File: src/rtl/wallbot_pkg.sv
package wallbot_pkg;

   localparam int WB_STATE_W = 2;
   localparam int WB_SENSE_W = 2;
   localparam int WB_CMD_W   = 3;
   localparam int WB_WORD_W  = WB_STATE_W + WB_CMD_W;
   localparam int WB_ADDR_W  = WB_STATE_W + WB_SENSE_W;
   localparam int WB_DEPTH   = 1 << WB_ADDR_W;

   typedef enum logic [WB_STATE_W-1:0] {
      ST_SEARCH = 2'b00,
      ST_SPIN   = 2'b01,
      ST_HUGA   = 2'b10,
      ST_HUGB   = 2'b11
   } wb_state_e;

   typedef struct packed {
      logic tr;
      logic tl;
      logic fw;
   } wb_cmd_t;

   // Table word layout: {next_state[1:0], tr, tl, fw}
   // Address layout:    {state[1:0], left, right}
   function automatic logic [WB_WORD_W-1:0] wb_word(input logic [WB_ADDR_W-1:0] adr);
      logic      lf;
      logic      rf;
      wb_state_e nx;
      wb_cmd_t   cm;
      lf = adr[1];
      rf = adr[0];
      nx = ST_SEARCH;
      cm = '0;
      case (wb_state_e'(adr[WB_ADDR_W-1 -: WB_STATE_W]))
         ST_SEARCH: begin
            cm.fw = 1'b1;
            nx    = (lf || rf) ? ST_SPIN : ST_SEARCH;
         end
         ST_SPIN: begin
            cm.tl = 1'b1;
            nx    = (lf || rf) ? ST_SPIN : ST_HUGA;
         end
         ST_HUGA: begin
            cm.tr = 1'b1;
            cm.fw = 1'b1;
            nx    = rf ? ST_HUGB : ST_HUGA;
         end
         default: begin
            cm.tl = 1'b1;
            cm.fw = 1'b1;
            if (lf)      nx = ST_SPIN;
            else if (rf) nx = ST_HUGB;
            else         nx = ST_HUGA;
         end
      endcase
      return {nx, cm};
   endfunction

endpackage

File: src/rtl/wallbot_state_reg.sv
module wallbot_state_reg #(
   parameter int W = 2,
   parameter logic [W-1:0] INIT = '0
) (
   input  logic         clk,
   input  logic         rst,
   input  logic         en,
   input  logic [W-1:0] d,
   output logic [W-1:0] q
);

   always_ff @(posedge clk) begin
      if (rst)     q <= INIT;
      else if (en) q <= d;
   end

endmodule

File: src/rtl/wallbot_eqn.sv
module wallbot_eqn
   import wallbot_pkg::*;
(
   input  logic [WB_STATE_W-1:0] cur,
   input  logic                  lf,
   input  logic                  rf,
   output logic [WB_STATE_W-1:0] nxt,
   output wb_cmd_t               cmd
);

   logic s1, s0, any_touch, hug_a;

   always_comb begin
      s1        = cur[1];
      s0        = cur[0];
      any_touch = lf | rf;
      hug_a     = s1 & ~s0;
      nxt[1]    = hug_a | (s1 & ~lf) | (s0 & ~lf & ~rf);
      nxt[0]    = (any_touch & ~hug_a) | (hug_a & rf);
      cmd.tr    = hug_a;
      cmd.tl    = s0;
      cmd.fw    = s1 | ~s0;
   end

endmodule

File: src/rtl/wallbot_rom.sv
module wallbot_rom
   import wallbot_pkg::*;
(
   input  logic [WB_STATE_W-1:0] cur,
   input  logic                  lf,
   input  logic                  rf,
   output logic [WB_STATE_W-1:0] nxt,
   output wb_cmd_t               cmd
);

   logic [WB_WORD_W-1:0] rom [WB_DEPTH];
   logic [WB_ADDR_W-1:0] adr;
   logic [WB_WORD_W-1:0] word;

   for (genvar a = 0; a < WB_DEPTH; a++) begin : g_word
      assign rom[a] = wb_word(WB_ADDR_W'(a));
   end

   always_comb begin
      adr  = {cur, lf, rf};
      word = rom[adr];
      nxt  = word[WB_WORD_W-1 -: WB_STATE_W];
      cmd  = wb_cmd_t'(word[WB_CMD_W-1:0]);
   end

endmodule

File: src/rtl/wallbot_ctrl.sv
module wallbot_ctrl
   import wallbot_pkg::*;
#(
   parameter int IMPL_SEL = 0
) (
   input  logic                  clk,
   input  logic                  rst,
   input  logic                  step_en,
   input  logic                  sense_l,
   input  logic                  sense_r,
   output logic [WB_STATE_W-1:0] state_o,
   output logic                  fwd,
   output logic                  turn_l,
   output logic                  turn_r
);

   if (IMPL_SEL < 0 || IMPL_SEL > 1) begin : g_bad_impl
      $error("wallbot_ctrl: IMPL_SEL must be 0 or 1");
   end
   if (WB_DEPTH != (1 << (WB_STATE_W + WB_SENSE_W))) begin : g_bad_depth
      $error("wallbot_ctrl: table depth does not match address width");
   end

   logic [WB_STATE_W-1:0] cur, nxt;
   wb_cmd_t               cmd;

   wallbot_state_reg #(.W(WB_STATE_W), .INIT(ST_SEARCH)) u_state (
      .clk (clk),
      .rst (rst),
      .en  (step_en),
      .d   (nxt),
      .q   (cur)
   );

   if (IMPL_SEL == 1) begin : g_table
      wallbot_rom u_logic (
         .cur (cur),
         .lf  (sense_l),
         .rf  (sense_r),
         .nxt (nxt),
         .cmd (cmd)
      );
   end else begin : g_eqn
      wallbot_eqn u_logic (
         .cur (cur),
         .lf  (sense_l),
         .rf  (sense_r),
         .nxt (nxt),
         .cmd (cmd)
      );
   end

   assign state_o = cur;
   assign fwd     = cmd.fw;
   assign turn_l  = cmd.tl;
   assign turn_r  = cmd.tr;

endmodule

File: config.mk
export PLATFORM = sky130hd
export DESIGN_NAME = wallbot_ctrl
export DESIGN_NICKNAME = d
export VERILOG_FILES = /design/src/rtl/wallbot_pkg.sv /design/src/rtl/wallbot_state_reg.sv /design/src/rtl/wallbot_eqn.sv /design/src/rtl/wallbot_rom.sv /design/src/rtl/wallbot_ctrl.sv
export SDC_FILE = /design/constraint.sdc
export NUM_CORES = 1
export LEC_CHECK = 0
export BUFFER_PORTS_ARGS = -buffer_cell sky130_fd_sc_hd__buf_2
export CORE_AREA = 2 2 39 41
export DETAILED_ROUTE_END_ITERATION = 16
export DIE_AREA = 0 0 41 43
export MAX_ROUTING_LAYER = met4
export PLACE_DENSITY = 0.36
export SLEW_MARGIN = 20
export SYNTH_ARGS = -nofsm -noshare
export SYNTH_HDL_FRONTEND = slang
export SYNTH_SLANG_ARGS = --single-unit
File: constraint.sdc
create_clock -name clk -period 1.82 [get_ports clk]
set_input_delay 0.364 -clock clk [delete_from_list [all_inputs] [get_ports clk]]
set_output_delay 0.364 -clock clk [all_outputs]
set_load 0.02 [all_outputs]
# Yosys cells after proc, flatten, opt, wreduce, memory -nomap -nowiden
# Cells that the tools add are included.
[totals]
ff_bits = 2
output_inout_bits = 5
elab_cells = 16
[op_classes]
bitwise_logic = 15
[ops]
columns = ["cell", "count"]
rows = [
  ["$and 1x1->1", 6],
  ["$or 1x1->1", 5],
  ["$not 1->1", 4],
]

# Depth between registers and ports, before layout
# Gate-level depths: netlist (run 1).
[logic_depth]
depth_word = 5
mapped_depth = 3
ltp_nobuf = 3

# Modules after synthesis
# A second synthesis (run 1) with hierarchy kept.
[unflattened]
cells_unflattened = 14
area_unflattened_um2 = 121.4
[by_module_without_submodules]
columns = ["module", "n_inst", "area_per_inst_um2", "cells_each"]
rows = [
  ["wallbot_state_reg", 1, 67.6, 6],
  ["wallbot_eqn", 1, 53.8, 8],
]

# Least setup slack after synthesis (run 1)
# Ideal clock, no wire load.
[synth_timing]
path_kind = "reg2out"
from = "register u_state.q[1]"
to = "output turn_r"
required_time_ns = 1.456
path_buffers = 0
setup_slack_ns = 0.616
t_arrival_ns = 0.840
stages_incl_launch_ff = 2
cell_sequence = "dfxtp_1 -> nor2b_1"
[synth_between]
elab_chain_cells = 1
[synth_lines]
columns = ["item", "line", "rtl"]
rows = [
  ["from (decl)", "wallbot_state_reg.sv:9", "output logic [W-1:0] q"],
  ["from (signal assigned)", "wallbot_state_reg.sv:13", "if (rst) q <= INIT;"],
  ["from (signal assigned)", "wallbot_state_reg.sv:14", "else if (en) q <= d;"],
  ["$and 1x1->1", "wallbot_eqn.sv:17", "hug_a = s1 & ~s0;"],
  ["to (decl)", "wallbot_ctrl.sv:14", "output logic turn_r"],
]
# Every way passes these cells.

# Worst setup path after layout (run 1)
[layout_timing]
from = "register u_state.q[0]"
to = "output fwd"
[layout_between]
elab_chain_cells = 2
[layout_lines]
columns = ["item", "line", "rtl"]
rows = [
  ["$not 1->1", "wallbot_eqn.sv:22", "cmd.fw = s1 | ~s0;"],
  ["$or 1x1->1", "wallbot_eqn.sv:22", ""],
  ["to (decl)", "wallbot_ctrl.sv:12", "output logic fwd,"],
]
# Every way passes these cells.

==> impl_results.md, run 1 <==
* Status: complete, no violations
* Hold_sp: rst
* TritonCTS Buffers at 3
* Max FO, Critical Path at 7
* Top cell type by total area after synthesis: dfxtp_1
* Initial Util at 7.78%
* Avg Cell Area, Syn at 8.97 um^2
* Overflow after GRT at 0
* Overall Global Routing Usage at 5.74%
* Worst skew pair latency at 0.22 ns
* Io pins at 10
* Final-report hold violation count at 0
* Fin cells at 39
* DRC at 0
* Nets@finish at 30
* RSZ-0062 raised after global routing: false
* First-pass GRT wire length at between 500 and 600 um
* Share of flip-flops with an asynchronous set or reset at 0%
* VDD IR-drop max at 0.000418 V
* N_diodes at 0
* Placed insts at 36
* Max Cap Violations at 0
* Most numerous cell in the Yosys netlist: dfxtp_1
* Leak at 0.0898 nW
* CP startpoint kind: flop
* Netlist Area Pre-Place at 108 um^2
* Crit path arrival time at between 1 and 1.5 ns
* FP Rows at 14
* H-tree depth at 1
* Count of hold-fix buffers inserted at cts at 0
* Final setup fails at 0
* Maximum root-to-sink buffer count at 2
* Starting DRT DRC Count at 5
* Fmax at about 730 MHz
* Die Area at 1760 um^2
* Antenna violations before repair at 0
* Synth top area cells: dfxtp_1 (37%), a211oi_2 (12%), a311oi_1 (8.1%)
* Slew margin rel. at 87.0%
* Synthesized flop and latch total at 2
* CTS tree: built
* Setup TNS at 0 ns
* CTS root buf: clkbuf_4
* Regs by FF count: u_state.q: 2 flops
* DR WL/cell at 7.41 um
* Syn Inst Count at 12
* Global placer's final weighted congestion at between 0.5 and 0.6
* Vias per inst at approximately 3.3
* Crit Path Class: flop to output pin
* Chip width at around 40 um
* Worst-Margin Slew at 0.194 ns
* Final slew viol count at 0
* Hold crit path type: input port to flop
* Sequential area share after synthesis at a little under two fifths
* Post CTS Setup Buffer Count at 0
* WL final at 289 um
* Synth top area share at 37.2%
* Share of post-route cells with drive strength above 1 at 56.5%
* Clock sinks at 2
* Element type at the critical path end: output pin
* Pwr Density at 947 nW/um^2
* Reg with most FFs: u_state.q
* Core area at 1380 um^2
* Clk slew on worst S/H paths at 0.03 ns
* Resize count post-CTS at 0
* DR vias at 127
* Die height at ~43 um
* Max reg flops at 2
* Clock skew at between 0.004 and 0.005 ns
* Post-DRT Antenna Nets at 0
* Cell variety after synth at 11
* Largest net degree at the start of global routing at 8
* Tmin final at 1.38 ns
* EDFF count, synth at 0
* Register Area at 40.0 um^2
* CP startpoint: u_state.q[0]
* Number of global-route vias before repair at 121
* Filler cell count at roughly 150
* First-pass DRT Iterations at 2
* Critical path required time at 1.46 ns
* Final worst path period share at 75.7%
* Synthesis Warnings at 0
* Multi-input logic area at 56.3 um^2
* Worst reg2reg path startpoint: u_state.q[1]
* Port bufs at 9
* Synthesized Nets at 17
* Primary FF master, synth: dfxtp_1
* Layout area overhead at 74.4%
==> worst paths after layout <==
path             endpoint  slack (ns)  cells past startpoint
min          u_state.q[0]        0.32                      2
max                   fwd        0.44                      2
max reg2reg  u_state.q[0]        1.02                      3
min reg2reg  u_state.q[1]        0.56                      1
==> kinds of logic (layout without fill, tap and decap cells) <==
kind of cell | Yosys count | in the layout | synth area share (%)
flops | 2 | 2 | 37.2
buf+inv | 2 | 13 | 10.5
simple gates | 4 | 4 | 22.1
compound gates | 4 | 4 | 30.2
==> layer usage <==
metal  wire, um  GRT usage (%)
met3         49           9.42
met2         55           3.75
met1        179           6.37
met4          5           4.00
met5          0              -
==> where the power goes <==
part           internal [mW]  switching, mW
Sequential            0.0469        0.00348
Clock                 0.0727         0.0247
Combinational         0.0125         0.0175
Total                  0.132         0.0456
==> cell type report <==
| class | instances | area share [%] |
|---|---|---|
| Timing Repair Buffer | 9 | 24.0 |
| Clock buffer | 3 | 12.0 |
| Tap cell | 16 | 10.7 |
| Inverter | 1 | 2.00 |
| Multi-Input combinational cell | 8 | 30.0 |
| Sequential cell | 2 | 21.3 |
==> through the flow <==
step | total power [mW] | setup slack, ns | instance area (um^2) | utilization, % | hold slack (ns)
5_1_grt | 0.198 | 0.354 | 188 | 13.6 | 0.318
3_3_place_gp | 0.0818 | 0.679 | 165 | 11.9 | 0.556
6_report | 0.178 | 0.443 | 188 | 13.6 | 0.324
3_5_place_dp | 0.0814 | 0.662 | 165 | 11.9 | 0.551
2_1_floorplan | 0.0696 | 0.616 | 108 | - | 0.429
4_1_cts | 0.184 | 0.421 | 188 | 13.6 | 0.314
==> critical path: stages (launching register included) <==
cell and delay (ns):
dfxtp_1 0.40, or2b_1 0.24, buf_2 0.15
==> cell usage in the layout (no fill, tap or decap) <==
master    count
buf_2         9
inv_1         1
or2b_1        1
a21oi_1       1
a311oi_1      1
nor2_1        1
a31oi_1       1
a211oi_2      1
dfxtp_1       2
nor2b_1       1
nand2b_1      1
clkbuf_4      3
Note: power is estimated with default switching activity, not from simulation.
==> inputs of run 2 (changes only) <==
clock period = 1.2 ns   (was 1.82 ns; I/O delays follow)
==> run 2 against run 1 <==
Against the previous run: cell count rose by 2.6%; global-route usage is 1.3 points lower; first-iteration DRC count shrank 40%; die area is the same; highest routed layer is now met3.
==> impl_results.md, run 2 (synthesized netlist as in run 1, its figures left out) <==
* Met2 usage at 3.75% (unchanged)
* Initial Util at 7.78% (unchanged)
* Crit path arrival time at 0.93 ns (-0.08 ns)
* Vias per inst at 3.28 (+0.57%)
* Starting DRT DRC Count at 3 (-2)
* CTS tree: built
* Chip width at 41 um (unchanged)
* Max reg flops at 2 (unchanged)
* VDD IR-drop max at 0.000228 V (-46%)
* Critical path required time at 0.96 ns (-0.50 ns)
* CTS root buf: clkbuf_4
* Commonest non-fill, non-tap cell in the layout: buf_2
* Maximum root-to-sink buffer count at 2 (unchanged)
* N_diodes at 0 (unchanged)
* CP startpoint: u_state.q[0]
* Final-report hold violation count at 0 (unchanged)
* FP Rows at 14 (unchanged)
* Die height at 43 um (unchanged)
* Pwr Density at 1340 nW/um^2 (+41%)
* Antenna violations before repair at 0 (unchanged)
* Overall Global Routing Usage at 4.41% (-1.3 points)
* Final slew viol count at 0 (unchanged)
* Tmin final at 1.17 ns
* Slowest CP cell: dfxtp_4
* Hold crit path type: input port to flop
* First-pass GRT wire length at 407 um (-21%)
* Critical Path, Cell by Cell: or2b_1, buf_6
* Final worst path period share at 97.6%
* Largest net degree at the start of global routing at 6 (-2)
* H-tree depth at 1 (unchanged)
* Share of post-route cells with drive strength above 1 at 66.7% (+10 points)
* Worst reg2reg path startpoint: u_state.q[0]
* DRC at 0 (unchanged)
* DR WL/cell at 6.90 um (-6.9%)
* Status: complete, no violations
* Port bufs at 9 (unchanged)
* RSZ-0062 raised after global routing: true
* Reg with most FFs: u_state.q
* Met3 Usage GRT at 3.14% (-6.3 points)
* Clk slew on worst S/H paths at 0.03 ns (about the same)
* Clock skew at 0.000834 ns (-0.00366 ns)
* Place WS at 0.151 ns (-0.511 ns)
* DR vias at 131 (+3.1%)
* Post-route setup slack at 0.0292 ns (-0.413 ns)
* Max Cap Violations at 0 (unchanged)
* TritonCTS Buffers at 3 (unchanged)
* Layout area overhead at 91.9%
* Fmax at 854 MHz
* Nets@finish at 31 (+3.3%)
* Final core occ at 14.9% (+1.4 points)
* Overflow after GRT at 0 (unchanged)
* Die Area at 1760 um^2 (unchanged)
* Final setup fails at 0 (unchanged)
* Global route hottest layer: met4
* WL final at 276 um (-4.5%)
* Number of global-route vias before repair at 113 (-6.6%)
* Detailed Place HPWL at ~210 um
* Hold_sp: rst
* Crit-path max cell delay at 0.35 ns (-0.05 ns)
* Worst skew pair latency at 0.22 ns (about the same)
* CP startpoint kind: flop
* Most frequent cells in the layout: buf_2 (8), clkbuf_4 (3)
* Io pins at 10 (unchanged)
* Element type at the critical path end: output pin
* Worst-Margin Slew at 0.185 ns (-0.00966 ns)
* Max FO, Critical Path at 5 (-2)
* Leak at 0.0988 nW (+10%)
* First-pass DRT Iterations at 2 (unchanged)
* Regs by FF count: u_state.q: 2 flops
* Crit Path Class: flop to output pin
* Clock sinks at 2 (unchanged)
* Post-DRT Antenna Nets at 0 (unchanged)
* Core area at 1380 um^2 (unchanged)
* Slew margin rel. at 87.6% (+0.65 points)
* Global placer's final weighted congestion at 0.518 (+3.2%)
* Grt met1 use at 4.14% (-2.2 points)
-- run 2: through the flow --
step	instance area (um^2)	TNS, ns	hold slack [ns]	power, mW	cells
final	206	0	0.192	0.276	40
after global placement	165	0	0.429	0.124	36
after CTS	201	0	0.184	0.284	40
after global routing	206	-0.0151	0.186	0.298	40
after detailed placement	165	0	0.428	0.124	36
after floorplan	108	0	0.305	0.106	12
-- run 2: power breakdown --
group          switching, mW  total [mW]  leakage (nW)  internal (mW)
Clock                 0.0361       0.146        0.0138          0.110
Combinational         0.0289      0.0543        0.0674         0.0254
Sequential           0.00446      0.0756        0.0175         0.0712
Total                 0.0694       0.276        0.0988          0.207
-- run 2: worst max-delay path, delay by kind of cell (launching register included) --
family / cells / cell delay (ns)
flops: 1 / 0.35
buf+inv: 1 / 0.13
simple gates: 1 / 0.23
-- run 2: path summary, 6_finish.rpt --
kind / to / slack (ns) / cells after the start
min: u_state.q[0] / 0.19 / 2
max reg2reg: u_state.q[0] / 0.40 / 3
min reg2reg: u_state.q[1] / 0.55 / 2
max: fwd / 0.03 / 2
-- run 2: final cells by class --
| cell class | count | area [um^2] |
|---|---|---|
| fill | 155 | 1180 |
| tap | 16 | 20.0 |
| sequential | 2 | 45.0 |
| clock buffer | 3 | 22.5 |
| inverter | 1 | 3.75 |
| timing repair buffer | 10 | 58.8 |
| multi-input combinational | 8 | 56.3 |
-- run 2: metal layers --
metal / vias to the layer above / wire [um]
li1: 67 / -
met1: 54 / 120
met2: 10 / 121
met3: 0 / 34
met4: 0 / 0
met5: - / 0
-- run 2: what timing repair did --
item,in CTS,in global routing
hold buffers,0,0
gates resized for setup,3,2
endpoints found under the hold margin,0,0
buffers inserted,1,0
endpoints found under the setup margin,1,2
==> inputs of run 3 (changes only) <==
ABC_AREA = 1   (was not set)
PLACE_DENSITY = 0.38   (was 0.36)
==> run 3 against run 2 <==
Against the previous run: worst hold slack worse by 0.0084 ns; power is 4.5% higher; final area is 13% higher; via count is 17% higher; area after synthesis is 20% higher; largest cell class unchanged; clock skew is 0.0017 ns higher; routed wire length is 21% higher; core utilization is 2.0 points higher; worst setup slack better by 0.0031 ns; first-iteration DRC count is 100% lower.
==> impl_results.md, run 3 <==
* Placed insts at 47 (+31%)
* H-tree depth at 1 (unchanged)
* Die Area at 1760 um^2 (unchanged)
* Final slew viol count at 0 (unchanged)
* Syn Inst Count at 22 (+10)
* Hold crit path type: input port to flop
* Crit Path Class: flop to output pin
* Antenna violations before repair at 0 (unchanged)
* Final core occ at 16.9% (+2.0 points)
* Worst skew pair latency at 0.22 ns (about the same)
* Synthesized flop and latch total at 2 (unchanged)
* Synth top area cells: dfxtp_1 (31%), nand2_1 (23%), inv_1 (15%)
* Final-report hold violation count at 0 (unchanged)
* Largest net degree at the start of global routing at 5 (-1)
* Vias per inst at 3.00 (-8.4%)
* Regs by FF count: u_state.q: 2 flops
* WL met3 at 39 um (+15%)
* CP startpoint kind: flop
* Pwr Density at 1230 nW/um^2 (-7.8%)
* Layout area overhead at 81.6%
* Synthesized Nets at 27 (+10)
* Share of flip-flops with an asynchronous set or reset at 0% (unchanged)
* Maximum root-to-sink buffer count at 2 (unchanged)
* First-pass GRT wire length at 469 um (+15%)
* Element type at the critical path end: output pin
* Final worst path period share at 97.3% (-0.26 points)
* Number of global-route vias before repair at 141 (+25%)
* Io pins at 10 (unchanged)
* Leak at 0.147 nW (+49%)
* Sequential area share after synthesis at 31.1% (-6.1 points)
* Filler cell count at 170 (+9.7%)
* Tmin final at 1.17 ns (-0.00314 ns)
* Global placer's final weighted congestion at 0.643 (+24%)
* Max FO, Critical Path at 3 (-2)
* Clock skew at 0.00250 ns (+0.00167 ns)
* VDD IR-drop max at 0.000218 V (-4.2%)
* Overall Global Routing Usage at 4.92% (+0.51 points)
* Synth top area share at 31.1% (-6.1 points)
* CTS root buf: clkbuf_4
* Post-DRT Antenna Nets at 0 (unchanged)
* Fmax at 856 MHz (+0.27%)
* DR WL/cell at 6.55 um (-5.1%)
* Status: complete, no violations
* Starting DRT DRC Count at 0 (-3)
* Port bufs at 9 (unchanged)
* DRC at 0 (unchanged)
* Max reg flops at 2 (unchanged)
* Netlist Area Pre-Place at 129 um^2 (+20%)
* RSZ-0062 raised after global routing: true
* TritonCTS Buffers at 3 (unchanged)
* Die height at 43 um (unchanged)
* CTS tree: built
* First-pass DRT Iterations at 1 (-1)
* Chip width at 41 um (unchanged)
* Slew margin rel. at 90.9% (+3.3 points)
* Critical path required time at 0.96 ns (about the same)
* Post-synth top cells: nand2_1 (8), inv_1 (5), dfxtp_1 (2), nor2_1 (2)
* Nets@finish at 42 (+35%)
* WL final at 334 um (+21%)
* Top cell type by total area after synthesis: dfxtp_1
* Overflow after GRT at 0 (unchanged)
* N_diodes at 0 (unchanged)
* Most frequent cells in the layout: nand2_1 (8), buf_2 (8), inv_1 (5)
* Reg with most FFs: u_state.q
* Count of hold-fix buffers inserted at cts at 0 (unchanged)
* DR vias at 153 (+17%)
* Core area at 1380 um^2 (unchanged)
* Clk slew on worst S/H paths at 0.03 ns (about the same)
* Worst-Margin Slew at 0.136 ns (-0.0487 ns)
* Share of post-route cells with drive strength above 1 at 54.3% (-12 points)
* Top Metal Used: met3
* Primary FF master, synth: dfxtp_1
* Initial Util at 9.31% (+1.5 points)
* Clock sinks at 2 (unchanged)
* Wire length on met2 at 169 um (+40%)
* Detailed Place HPWL at 261 um (+25%)
* Most numerous cell in the Yosys netlist: nand2_1
* Cell variety after synth at 9 (-2)
* Max Cap Violations at 0 (unchanged)
* EDFF count, synth at 0 (unchanged)
* Avg Cell Area, Syn at 5.86 um^2 (-35%)
* Synthesis Warnings at 0 (unchanged)
* Fin cells at 51 (+28%)
* Final setup fails at 0 (unchanged)
* Crit path arrival time at 0.93 ns (about the same)
* FP Rows at 14 (unchanged)
* Routed length on met1 at 125 um (+4.2%)
-- run 3: where the power goes --
part           total (mW)  internal, mW  switching (mW)
Combinational      0.0671        0.0319          0.0352
Clock               0.147         0.110          0.0370
Sequential         0.0742        0.0715         0.00263
-- run 3: worst max-delay path, stage by stage, from the launching register on --
cell and delay (ns):
dfxtp_2 0.32, inv_2 0.04, or2_4 0.22, buf_6 0.13
-- run 3: final cells by class --
cell class	instances	area [um^2]	share of cell area [%]
timing repair buffer	11	66.3	28.3
inverter	6	22.5	9.63
multi-input combinational	13	61.3	26.2
tap	16	20.0	8.56
clock buffer	3	22.5	9.63
sequential	2	41.3	17.6
-- run 3: path summary, 6_finish.rpt --
| path | start | end | slack, ns | cells after the start |
|---|---|---|---|---|
| max reg2reg | u_state.q[0] | u_state.q[1] | 0.39 | 5 |
| min reg2reg | u_state.q[1] | u_state.q[1] | 0.55 | 2 |
| min | rst | u_state.q[0] | 0.18 | 2 |
| max | u_state.q[0] | fwd | 0.03 | 3 |
-- run 3: kinds of logic after synthesis --
logic type / Yosys count / synth area share [%]
buffers and inverters: 7 / 23.3
DFF: 2 / 31.1
AOI/OAI and AO/OA: 1 / 6.80
and+or+nand+nor: 12 / 38.8
-- run 3: stage by stage --
stage	TNS, ns	hold slack, ns	worst slack (ns)	area (um^2)	power, mW
final	0	0.184	0.0323	234	0.289
after global routing	-0.00513	0.178	-0.00513	234	0.309
after floorplan	0	0.302	0.104	129	0.112
after CTS	0	0.173	0.0149	226	0.298
after global placement	0	0.426	0.176	194	0.133
after detailed placement	0	0.418	0.173	194	0.133
-- run 3: layer usage --
metal | GRT usage [%] | vias up
met2 | 6.25 | 4
met1 | 2.87 | 61
met4 | 8.00 | 0
li1 | - | 88
met5 | - | -
met3 | 3.66 | 0
-- run 3: repair_timing --
item,CTS,global route
pin swaps,0,0
hold endpoints to repair,0,0
setup endpoints to repair,1,1
buffers inserted,0,1
resized for setup,4,0
